## config.mk

```make
export PLATFORM = sky130hd
export DESIGN_NAME = luma_coring_filter
export DESIGN_NICKNAME = d
export VERILOG_FILES = /design/src/rtl/lnc_pkg.sv /design/src/rtl/lnc_ctrl.sv /design/src/rtl/lnc_datapath.sv /design/src/rtl/luma_coring_filter.sv
export SDC_FILE = /design/constraint.sdc
export NUM_CORES = 1
export LEC_CHECK = 0
export CAP_MARGIN = 20
export CORE_AREA = 2 2 103 95
export CTS_CLUSTER_DIAMETER = 200
export CTS_CLUSTER_SIZE = 10
export DETAILED_ROUTE_END_ITERATION = 10
export DIE_AREA = 0 0 105 97
export DONT_BUFFER_PORTS = 1
export PLACE_DENSITY = 0.79
export REMOVE_ABC_BUFFERS = 1
export SYNTH_ARGS = -nofsm -noshare
export SYNTH_HDL_FRONTEND = slang
export SYNTH_SLANG_ARGS = --single-unit
```

## constraint.sdc

```tcl
create_clock -name clk -period 9.8 [get_ports clk]
set_clock_uncertainty 0.05 [all_clocks]
set_input_delay 1.96 -clock clk [delete_from_list [all_inputs] [get_ports clk]]
set_output_delay 1.96 -clock clk [all_outputs]
set_load 0.1 [all_outputs]
```

## src/rtl/lnc_pkg.sv

```systemverilog
package lnc_pkg;
  // Strobes from the control half to the datapath half
  typedef struct packed {
    logic centerValid;  // sample held in tap0 is valid
    logic useLeft;      // tap1 is a real left neighbour of tap0
    logic useRight;     // current input is a real right neighbour of tap0
    logic border;       // tap0 sample lies in the block border band
  } lncCtrl_t;
endpackage

```

## src/rtl/lnc_ctrl.sv

```systemverilog
module lnc_ctrl
  import lnc_pkg::*;
#(
  parameter int POS_W = 4
) (
  input  logic             clk,
  input  logic             rstN,
  input  logic             inValid,
  input  logic             inLine,
  input  logic             cfgBlock16,
  input  logic             cfgBorder4,
  input  logic [POS_W-1:0] cfgOffset,
  output lncCtrl_t         ctl
);
  localparam int BIG_N   = 2 ** POS_W;
  localparam int SMALL_N = BIG_N / 2;
  localparam logic [POS_W-1:0] BIG_LAST   = POS_W'(BIG_N - 1);
  localparam logic [POS_W-1:0] SMALL_LAST = POS_W'(SMALL_N - 1);

  logic [POS_W-1:0] posCnt, curPos, shifted, phase, blockLast, halfW;
  logic vld0, line0, vld1, border0, isBorder;

  always_comb begin
    curPos    = inLine ? '0 : posCnt;
    shifted   = curPos + cfgOffset;
    blockLast = cfgBlock16 ? BIG_LAST : SMALL_LAST;
    phase     = shifted & blockLast;
    halfW     = cfgBorder4 ? POS_W'(2) : POS_W'(1);
    isBorder  = (phase < halfW) || (phase > (blockLast - halfW));
  end

  always_ff @(posedge clk or negedge rstN) begin
    if (!rstN) begin
      posCnt  <= '0;
      vld0    <= 1'b0;
      line0   <= 1'b0;
      vld1    <= 1'b0;
      border0 <= 1'b0;
    end else begin
      vld0    <= inValid;
      line0   <= inValid & inLine;
      vld1    <= vld0;
      border0 <= isBorder;
      if (inValid) posCnt <= curPos + POS_W'(1);
    end
  end

  always_comb begin
    ctl.centerValid = vld0;
    ctl.useLeft     = vld1 & ~line0;
    ctl.useRight    = inValid & ~inLine;
    ctl.border      = border0;
  end
endmodule

```

## src/rtl/lnc_datapath.sv

```systemverilog
module lnc_datapath
  import lnc_pkg::*;
#(
  parameter int DATA_W = 8,
  parameter int GAIN_W = 4,
  parameter int THR_W  = 8
) (
  input  logic              clk,
  input  logic              rstN,
  input  lncCtrl_t          ctl,
  input  logic [DATA_W-1:0] inLuma,
  input  logic [DATA_W-1:0] inChroma,
  input  logic              cfgSharpen,
  input  logic [THR_W-1:0]  cfgThreshold,
  input  logic [GAIN_W-1:0] cfgGainData,
  input  logic [GAIN_W-1:0] cfgGainBorder,
  output logic              outValid,
  output logic [DATA_W-1:0] outLuma,
  output logic [DATA_W-1:0] outChroma
);
  localparam int SUM_W  = DATA_W + 3;
  localparam int PROD_W = SUM_W + GAIN_W + 1;
  localparam int RES_W  = PROD_W + 1;
  localparam int CMP_W  = (SUM_W > THR_W) ? SUM_W : THR_W;
  localparam logic signed [RES_W-1:0] SAT_LO = RES_W'(1);
  localparam logic signed [RES_W-1:0] SAT_HI = RES_W'(2 ** DATA_W - 2);

  // Input taps
  logic [DATA_W-1:0] tap0, tap1, chr0;
  logic [DATA_W-1:0] leftS, rightS;
  logic signed [SUM_W-1:0] hpSum, detail;

  always_ff @(posedge clk or negedge rstN) begin
    if (!rstN) begin
      tap0 <= '0;
      tap1 <= '0;
      chr0 <= '0;
    end else begin
      tap0 <= inLuma;
      tap1 <= tap0;
      chr0 <= inChroma;
    end
  end

  always_comb begin
    leftS  = ctl.useLeft  ? tap1   : tap0;
    rightS = ctl.useRight ? inLuma : tap0;
    hpSum  = $signed({2'b0, tap0, 1'b0}) - $signed({3'b0, leftS})
           - $signed({3'b0, rightS});
    detail = hpSum >>> 2;
  end

  // Detail stage
  logic aValid, aBorder;
  logic [DATA_W-1:0] aCenter, aChroma;
  logic signed [SUM_W-1:0] aDetail;

  always_ff @(posedge clk or negedge rstN) begin
    if (!rstN) begin
      aValid  <= 1'b0;
      aBorder <= 1'b0;
      aCenter <= '0;
      aChroma <= '0;
      aDetail <= '0;
    end else begin
      aValid  <= ctl.centerValid;
      aBorder <= ctl.border;
      aCenter <= tap0;
      aChroma <= chr0;
      aDetail <= detail;
    end
  end

  // Coring and saturation
  logic signed [SUM_W-1:0]  mag;
  logic [CMP_W-1:0]         magE, thrE;
  logic [GAIN_W-1:0]        gain;
  logic signed [PROD_W-1:0] prod, adj;
  logic signed [RES_W-1:0]  centerS, adjS, res;
  logic                     apply;
  logic [DATA_W-1:0]        satLuma;

  always_comb begin
    mag     = (aDetail < 0) ? -aDetail : aDetail;
    magE    = CMP_W'($unsigned(mag));
    thrE    = CMP_W'(cfgThreshold);
    gain    = aBorder ? cfgGainBorder : cfgGainData;
    prod    = PROD_W'(aDetail) * PROD_W'($signed({1'b0, gain}));
    adj     = prod >>> GAIN_W;
    apply   = cfgSharpen ? (magE > thrE) : (magE < thrE);
    centerS = RES_W'($signed({1'b0, aCenter}));
    adjS    = RES_W'(adj);
    if (!apply)          res = centerS;
    else if (cfgSharpen) res = centerS + adjS;
    else                 res = centerS - adjS;
    if (res < SAT_LO)      satLuma = DATA_W'(SAT_LO);
    else if (res > SAT_HI) satLuma = DATA_W'(SAT_HI);
    else                   satLuma = res[DATA_W-1:0];
  end

  always_ff @(posedge clk or negedge rstN) begin
    if (!rstN) begin
      outValid  <= 1'b0;
      outLuma   <= '0;
      outChroma <= '0;
    end else begin
      outValid <= aValid;
      if (aValid) begin
        outLuma   <= satLuma;
        outChroma <= aChroma;
      end
    end
  end
endmodule

```

## src/rtl/luma_coring_filter.sv

```systemverilog
module luma_coring_filter
  import lnc_pkg::*;
#(
  parameter int DATA_W = 8,
  parameter int GAIN_W = 4,
  parameter int THR_W  = 8,
  parameter int POS_W  = 4
) (
  input  logic              clk,
  input  logic              rstN,
  input  logic              inValid,
  input  logic              inLine,
  input  logic [DATA_W-1:0] inLuma,
  input  logic [DATA_W-1:0] inChroma,
  input  logic              cfgSharpen,
  input  logic [THR_W-1:0]  cfgThreshold,
  input  logic [GAIN_W-1:0] cfgGainData,
  input  logic [GAIN_W-1:0] cfgGainBorder,
  input  logic              cfgBlock16,
  input  logic              cfgBorder4,
  input  logic [POS_W-1:0]  cfgOffset,
  output logic              outValid,
  output logic [DATA_W-1:0] outLuma,
  output logic [DATA_W-1:0] outChroma
);
  lncCtrl_t ctl;

  lnc_ctrl #(.POS_W(POS_W)) ctrl_i (
    .clk(clk), .rstN(rstN), .inValid(inValid), .inLine(inLine),
    .cfgBlock16(cfgBlock16), .cfgBorder4(cfgBorder4),
    .cfgOffset(cfgOffset), .ctl(ctl)
  );

  lnc_datapath #(.DATA_W(DATA_W), .GAIN_W(GAIN_W), .THR_W(THR_W)) dp_i (
    .clk(clk), .rstN(rstN), .ctl(ctl), .inLuma(inLuma), .inChroma(inChroma),
    .cfgSharpen(cfgSharpen), .cfgThreshold(cfgThreshold),
    .cfgGainData(cfgGainData), .cfgGainBorder(cfgGainBorder),
    .outValid(outValid), .outLuma(outLuma), .outChroma(outChroma)
  );
endmodule

```

Yosys cells after proc, flatten, opt, wreduce, memory -nomap -nowiden

Index checks and enable logic that the tools add are counted.

Flip-flop bits (word level): 67
Bits of input ports: 43
Output and inout port bits: 17
Word-level logic and storage cells: 49

Add/subtract/negate cells: 8
Multiply operators: 1
$lt $le $gt $ge: 7
Mux-type cells: 12
Bitwise logic cells: 6
Reductions and logical operators: 1

Operators by type and width:

| kind                                                                             | count |
|---|---|
| 17-bit 2-to-1 mux                                                                | 2 |
| 8-bit 2-to-1 mux                                                                 | 4 |
| 17-bit by 9-bit greater-than comparator with 1-bit output, second input constant | 1 |
| 17-bit by 2-bit less-than comparator with 1-bit output, second input constant    | 1 |
| 9-bit by 5-bit multiplier with 14-bit output                                     | 1 |
| 9-bit by 12-bit adder with 13-bit output                                         | 1 |
| 9-bit by 12-bit subtractor with 13-bit output                                    | 1 |
| 4-bit 2-to-1 mux                                                                 | 3 |
| 11-bit by 8-bit greater-than comparator with 1-bit output                        | 1 |
| 11-bit by 8-bit less-than comparator with 1-bit output                           | 1 |
| 11-bit 2-to-1 mux                                                                | 1 |
| 9-bit negation with 11-bit output                                                | 1 |
| 10-bit by 9-bit subtractor with 11-bit output                                    | 1 |
| 9-bit by 8-bit subtractor with 10-bit output                                     | 1 |
| 9-bit by 1-bit less-than comparator with 1-bit output, second input constant     | 1 |
| 4-bit by 1-bit adder with 4-bit output, second input constant                    | 1 |
| 4-bit adder                                                                      | 1 |
| 4-bit bitwise AND                                                                | 1 |
| 4-bit greater-than comparator                                                    | 1 |
| 4-bit less-than comparator                                                       | 1 |
| 4-bit subtractor                                                                 | 1 |
| 1-bit bitwise AND                                                                | 3 |
| 2-bit 2-to-1 mux                                                                 | 1 |
| 1-bit NOT                                                                        | 2 |
| 2 further kinds                                                                  | 2 |

Longest topological paths before layout

Depth after elaboration: 8
Depth in mapped cells: 29
Gate-level depth less buffers: 28

Modules after synthesis

Synthesis repeated with hierarchy kept, for this count alone.

Cells, all modules: 610
Area, all modules: 5839.4 sq um

By module, submodules not included:

| module       | instances | cells an instance | area each (sq um) |
|---|---|---|---|
| lnc_datapath | 1         | 553               | 5263.8 |
| lnc_ctrl     | 1         | 57                | 575.6 |

Worst setup path after synthesis

No wires, ideal clock.

Kind: input -> register
From: input port cfgGainBorder[2]
To: register dp_i.outLuma[1]
Setup time: 0.154 ns
Arrival time: 7.481 ns
Data required time: 9.596 ns
Slack: 2.115 ns
Cell stages on the path: 25
Path buffers: 1
Path through: mux2i_1 > nor2b_1 > ha_1 > inv_1 > fa_1 > inv_1 > fa_1 > ha_1 > buf_2 > a21oi_1 > nor2_1 > or4_1 > a21oi_2 > and3_1 > nor2_1 > xnor2_1 > ha_1 > o21ai_0 > a21oi_1 > o21a_1 > nand2_1 > o21bai_1 > or4b_1 > o2111ai_2 > o221ai_1

Word-level cells in the longest chain between the ends: 8
Elaborated cells on any way between the ends: 10
Classes of those cells: 2 x add/sub; 1 x mul; 2 x order compare; 5 x mux

Ends and longest elaborated chain:

| what                                                                                                             | RTL line                               | text |
|---|---|---|
| start: declaration                                                                                               | luma_coring_filter.sv:18               | `input logic [GAIN_W-1:0] cfgGainBorder,` |
| 4-bit 2-to-1 mux (*)                                                                                             | lnc_datapath.sv:87                     | `gain = aBorder ? cfgGainBorder : cfgGainData;` |
| 9-bit by 5-bit multiplier with 14-bit output (*)                                                                 | lnc_datapath.sv:88                     | `prod = PROD_W'(aDetail) * PROD_W'($signed({1'b0, gain}));` |
| 9-bit by 12-bit subtractor with 13-bit output / 9-bit by 12-bit adder with 13-bit output (equally long branches) | lnc_datapath.sv:95, lnc_datapath.sv:94 |  |
| 17-bit 2-to-1 mux (*)                                                                                            | lnc_datapath.sv:94                     | `else if (cfgSharpen) res = centerS + adjS;` |
| 17-bit 2-to-1 mux (*)                                                                                            | lnc_datapath.sv:93                     | `if (!apply) res = centerS;` |
| 17-bit by 9-bit greater-than comparator with 1-bit output                                                        | lnc_datapath.sv:97                     | `else if (res > SAT_HI) satLuma = DATA_W'(SAT_HI);` |
| 8-bit 2-to-1 mux                                                                                                 | lnc_datapath.sv:97                     |  |
| 8-bit 2-to-1 mux (*)                                                                                             | lnc_datapath.sv:96                     | `if (res < SAT_LO) satLuma = DATA_W'(SAT_LO);` |
| end signal: assignment                                                                                           | lnc_datapath.sv:109                    | `outLuma <= satLuma;` |
| end: declaration                                                                                                 | lnc_datapath.sv:18                     | `output logic [DATA_W-1:0] outLuma,` |

Every way passes the cells marked *; elsewhere a longest branch is shown, timed or not.
A chain may end at the register's enable or synchronous reset.

Worst setup path in the final report

From: input port cfgGainBorder[2]
To: register dp_i.outLuma[0]

Same word-level chain as after synthesis.

==> impl_metrics.tcl <==
set metrics [dict create \
    setup_violations 0 \
    cts_post_setup_buffers_inserted 0 \
    final.min_clock_period_ns 8.21 \
    cts_hold_buf 0 \
    post_synth_num_cell_types 66 \
    antenna_violations_before_repair 0 \
    detail_route.wl_per_cell_um 16.5 \
    worst_skew_pair_latency_ns 0.35 \
    timing_worst_slew_pin_value_ns 0.936 \
    synth_edf_count 0 \
    global_route.usage.total_pct 25.1 \
    finalWeightedCongestion 0.922 \
    antenna_violating_nets_post_route 0 \
    cts-root-to-sink-buffers 2 \
    grt_overflow 0 \
    grt_start_max_net_pins 68 \
    cts_resized 0 \
    die-height_um 97 \
    timing.max_cap.violations 0 \
    cts_tree "yes" \
    yosys_warnings 0 \
    first_global_vias 4587 \
    timing.rr.end "dp_i.outLuma[0]" \
    port-buffer-count 0 \
    dr.pass1.iters 5 \
    first_pass_grt_wire_length_um 20900 \
    yosys_register_bits 67 \
    critical_path.startpoint_type "input pin" \
    clock_slew_at_the_register_clock_pins_of_the_worst_setup_and_hold_paths_ns 0.08 \
    floorplan.die_area_sq_um 10200 \
    clock_sink_count 67 \
    setup_tns_ns 0 \
    first_iter_violations 318 \
    placementRows 33 \
    slew_viol_final 0 \
    syn-instance-count 608 \
    ioPinCount 60 \
    vias 4448 \
    crit_arrival_ns 8.39 \
    core_area_sq_um 9000 \
    dp_hpwl_um 9530 \
    hp-class "reg2reg" \
    number_of_buffers_created_by_cts 9 \
    timing.final.ws_setup_ns 1.59 \
    asyncSetResetFlopFracSynth_pct 100 \
    die_x_um 105 \
    ys_seq_area_share_pct 29.1 \
    timing.rr.start "dp_i.aBorder" \
    hold_viol 0 \
    ys_dominant_reg_cell "sky130_fd_sc_hd__dfrtp_1" \
    slew_hr_pct 37.2 \
    total_wire_length_um 12100 \
    route.detailed.vias_per_inst 6.06 \
    largest_fanout_on_the_critical_path 10 \
    holdWs_ns 0.300 \
    syn2layout_area_growth_pct 5.55 \
    rrSetupSlack_ns 2.51 \
    ctsRootBufferMaster "sky130_fd_sc_hd__clkbuf_8" \
    crit_path_max_incr_delay_ns 0.74 \
    type_of_the_worst_setup_path "in2reg" \
    design.final.nets 735 \
    critical_path.endpoint_type "flop" \
    run_status "finished clean" \
    number_of_levels_the_h_tree_was_split_into 3 \
    min_path_cells 0 \
    dpl_worst_slack_ns 1.34 \
    fmax_ghz 0.122 \
    part_of_the_cycle_the_worst_path_needs_pct 83.8 \
    syn-cell-area_sq_um 5770 \
    post_route_cells_drive_above_1_share_pct 6.70 \
    cp_slowest_cell "sky130_fd_sc_hd__xnor2_1" \
    rsz0062_at_grt "no" \
    syn_avg_cell_area_sq_um 9.49 \
    worstRegToRegCells 24 \
    path_common_cell "sky130_fd_sc_hd__ha_1" \
    min_delay_worst_endpoint "dp_i.aChroma[7]" \
    path_cells "mux2i_1 > nor2b_1 > ha_1 > inv_1 > fa_1 > inv_1 > fa_1 > ha_1 > nand4_1 > nor4_4 > or3_1 > a21oi_1 > xnor2_1 > xor2_1 > ha_1 > o21ai_0 > a21oi_1 > o21a_1 > nand2b_1 > nor2_1 > nand2_1 > o311ai_0 > o2111ai_2 > o221a_1" \
    drc 0 \
    diodes 0 \
    critical_path_required_ns 9.98 \
    hold_start "dp_i.chr0[7]" \
    start_util_pct 64.1 \
]
## critical path: cells and delay by family
family / cells / cell delay [ns]
adder cells (fa/ha/maj): 5 / 2.16
AO/OA/AOI/OAI: 7 / 1.55
AND/OR/NAND/NOR: 7 / 1.18
XOR/XNOR: 2 / 0.89
multiplexers: 1 / 0.55
buffers and inverters: 2 / 0.11
## metal layers
metal	global-route usage [%]	vias up	wire (um)
met3	5.53	22	623
met2	44.5	108	6280
li1	-	2156	-
met4	6.97	0	200
met1	30.9	2162	5000
met5	0	-	0
## cell type report
| class | instances | area [sq um] |
|---|---|---|
| fill | 718 | 2910 |
| clock buffer | 9 | 124 |
| clock inverter | 7 | 105 |
| inverter | 61 | 229 |
| tap | 122 | 153 |
| multi-input combinational | 468 | 3800 |
| sequential | 67 | 1680 |
## how the worst max path moves through the flow
stage                                start               to  slack [ns]
after floorplan           cfgGainBorder[2]  dp_i.outLuma[0]        2.14
after global placement    cfgGainBorder[2]  dp_i.outLuma[2]        1.73
after detailed placement  cfgGainBorder[2]  dp_i.outLuma[0]        1.34
after CTS                 cfgGainBorder[2]  dp_i.outLuma[0]        1.71
after global routing      cfgGainBorder[3]  dp_i.outLuma[0]        1.13
final                     cfgGainBorder[2]  dp_i.outLuma[0]        1.59
## through the flow
| step | cells | area, sq um | util [%] |
|---|---|---|---|
| 6_report | 734 | 6090 | 67.7 |
| 5_1_grt | 734 | 6090 | 67.7 |
| 4_1_cts | 734 | 6090 | 67.7 |
| 3_5_place_dp | 718 | 5860 | 65.1 |
| 3_3_place_gp | 718 | 5860 | 65.1 |
| 2_1_floorplan | 596 | 5710 | - |
## flip-flops by register name (all words and copies together), names as in the netlist
| name | cells |
|---|---|
| dp_i.aValid | 1 |
| dp_i.outValid | 1 |
| dp_i.outChroma | 8 |
| dp_i.aChroma | 8 |
| ctrl_i.border0 | 1 |
| dp_i.chr0 | 8 |
| dp_i.tap1 | 8 |
| dp_i.aBorder | 1 |
| ctrl_i.vld0 | 1 |
| dp_i.tap0 | 8 |
| ctrl_i.posCnt | 4 |
| dp_i.aDetail | 9 |
| ctrl_i.line0 | 1 |
| dp_i.outLuma | 8 |
## Yosys cell counts (9+ instances only)
cell type,instances,area (sq um)
sky130_fd_sc_hd__dfrtp_1,67,1680
sky130_fd_sc_hd__ha_1,64,801
sky130_fd_sc_hd__inv_1,61,229
sky130_fd_sc_hd__nor2_1,49,184
sky130_fd_sc_hd__nand2_1,35,131
sky130_fd_sc_hd__a21oi_1,28,140
sky130_fd_sc_hd__nor2b_1,26,163
sky130_fd_sc_hd__xnor2_1,25,219
sky130_fd_sc_hd__mux2i_1,23,230
sky130_fd_sc_hd__fa_1,21,420
sky130_fd_sc_hd__o21ai_0,17,85.1
sky130_fd_sc_hd__nand3_1,14,70.1
sky130_fd_sc_hd__o21a_1,14,105
sky130_fd_sc_hd__nor3_1,13,65.1
sky130_fd_sc_hd__mux2_2,12,135
sky130_fd_sc_hd__xor2_1,10,87.6
sky130_fd_sc_hd__clkbuf_1,9,33.8
sky130_fd_sc_hd__nand2b_1,9,56.3
sky130_fd_sc_hd__o221ai_1,9,78.8
## cell usage in the layout, fill, tap and decap left out, types with 10 or more instances in the layout
| cell | netlist | layout |
|---|---|---|
| sky130_fd_sc_hd__mux2i_1 | 23 | 23 |
| sky130_fd_sc_hd__fa_1 | 21 | 21 |
| sky130_fd_sc_hd__nor3_1 | 13 | 13 |
| sky130_fd_sc_hd__o21ai_0 | 17 | 17 |
| sky130_fd_sc_hd__nand2_1 | 35 | 35 |
| sky130_fd_sc_hd__xor2_1 | 10 | 10 |
| sky130_fd_sc_hd__o21a_1 | 14 | 14 |
| sky130_fd_sc_hd__nor2b_1 | 26 | 26 |
| sky130_fd_sc_hd__ha_1 | 64 | 64 |
| sky130_fd_sc_hd__a21oi_1 | 28 | 28 |
| sky130_fd_sc_hd__nor2_1 | 49 | 49 |
| sky130_fd_sc_hd__dfrtp_1 | 67 | 67 |
| sky130_fd_sc_hd__mux2_2 | 12 | 12 |
| sky130_fd_sc_hd__inv_1 | 61 | 61 |
| sky130_fd_sc_hd__nand3_1 | 14 | 14 |
| sky130_fd_sc_hd__xnor2_1 | 25 | 25 |
## cells by family after synthesis
kind of cell,count (synthesis),synth area share [%]
muxes,37,7.11
and+or+nand+nor,187,17.0
xor gates and xnor gates,36,5.59
adders and majority gates,85,21.2
AOI/OAI and AO/OA,123,15.1
buffers and inverters,73,5.03
DFF,67,29.1
Power is left out: the tool's default activity adds up to more than one toggle a clock period on the data nets, which glitch-free logic cannot reach.
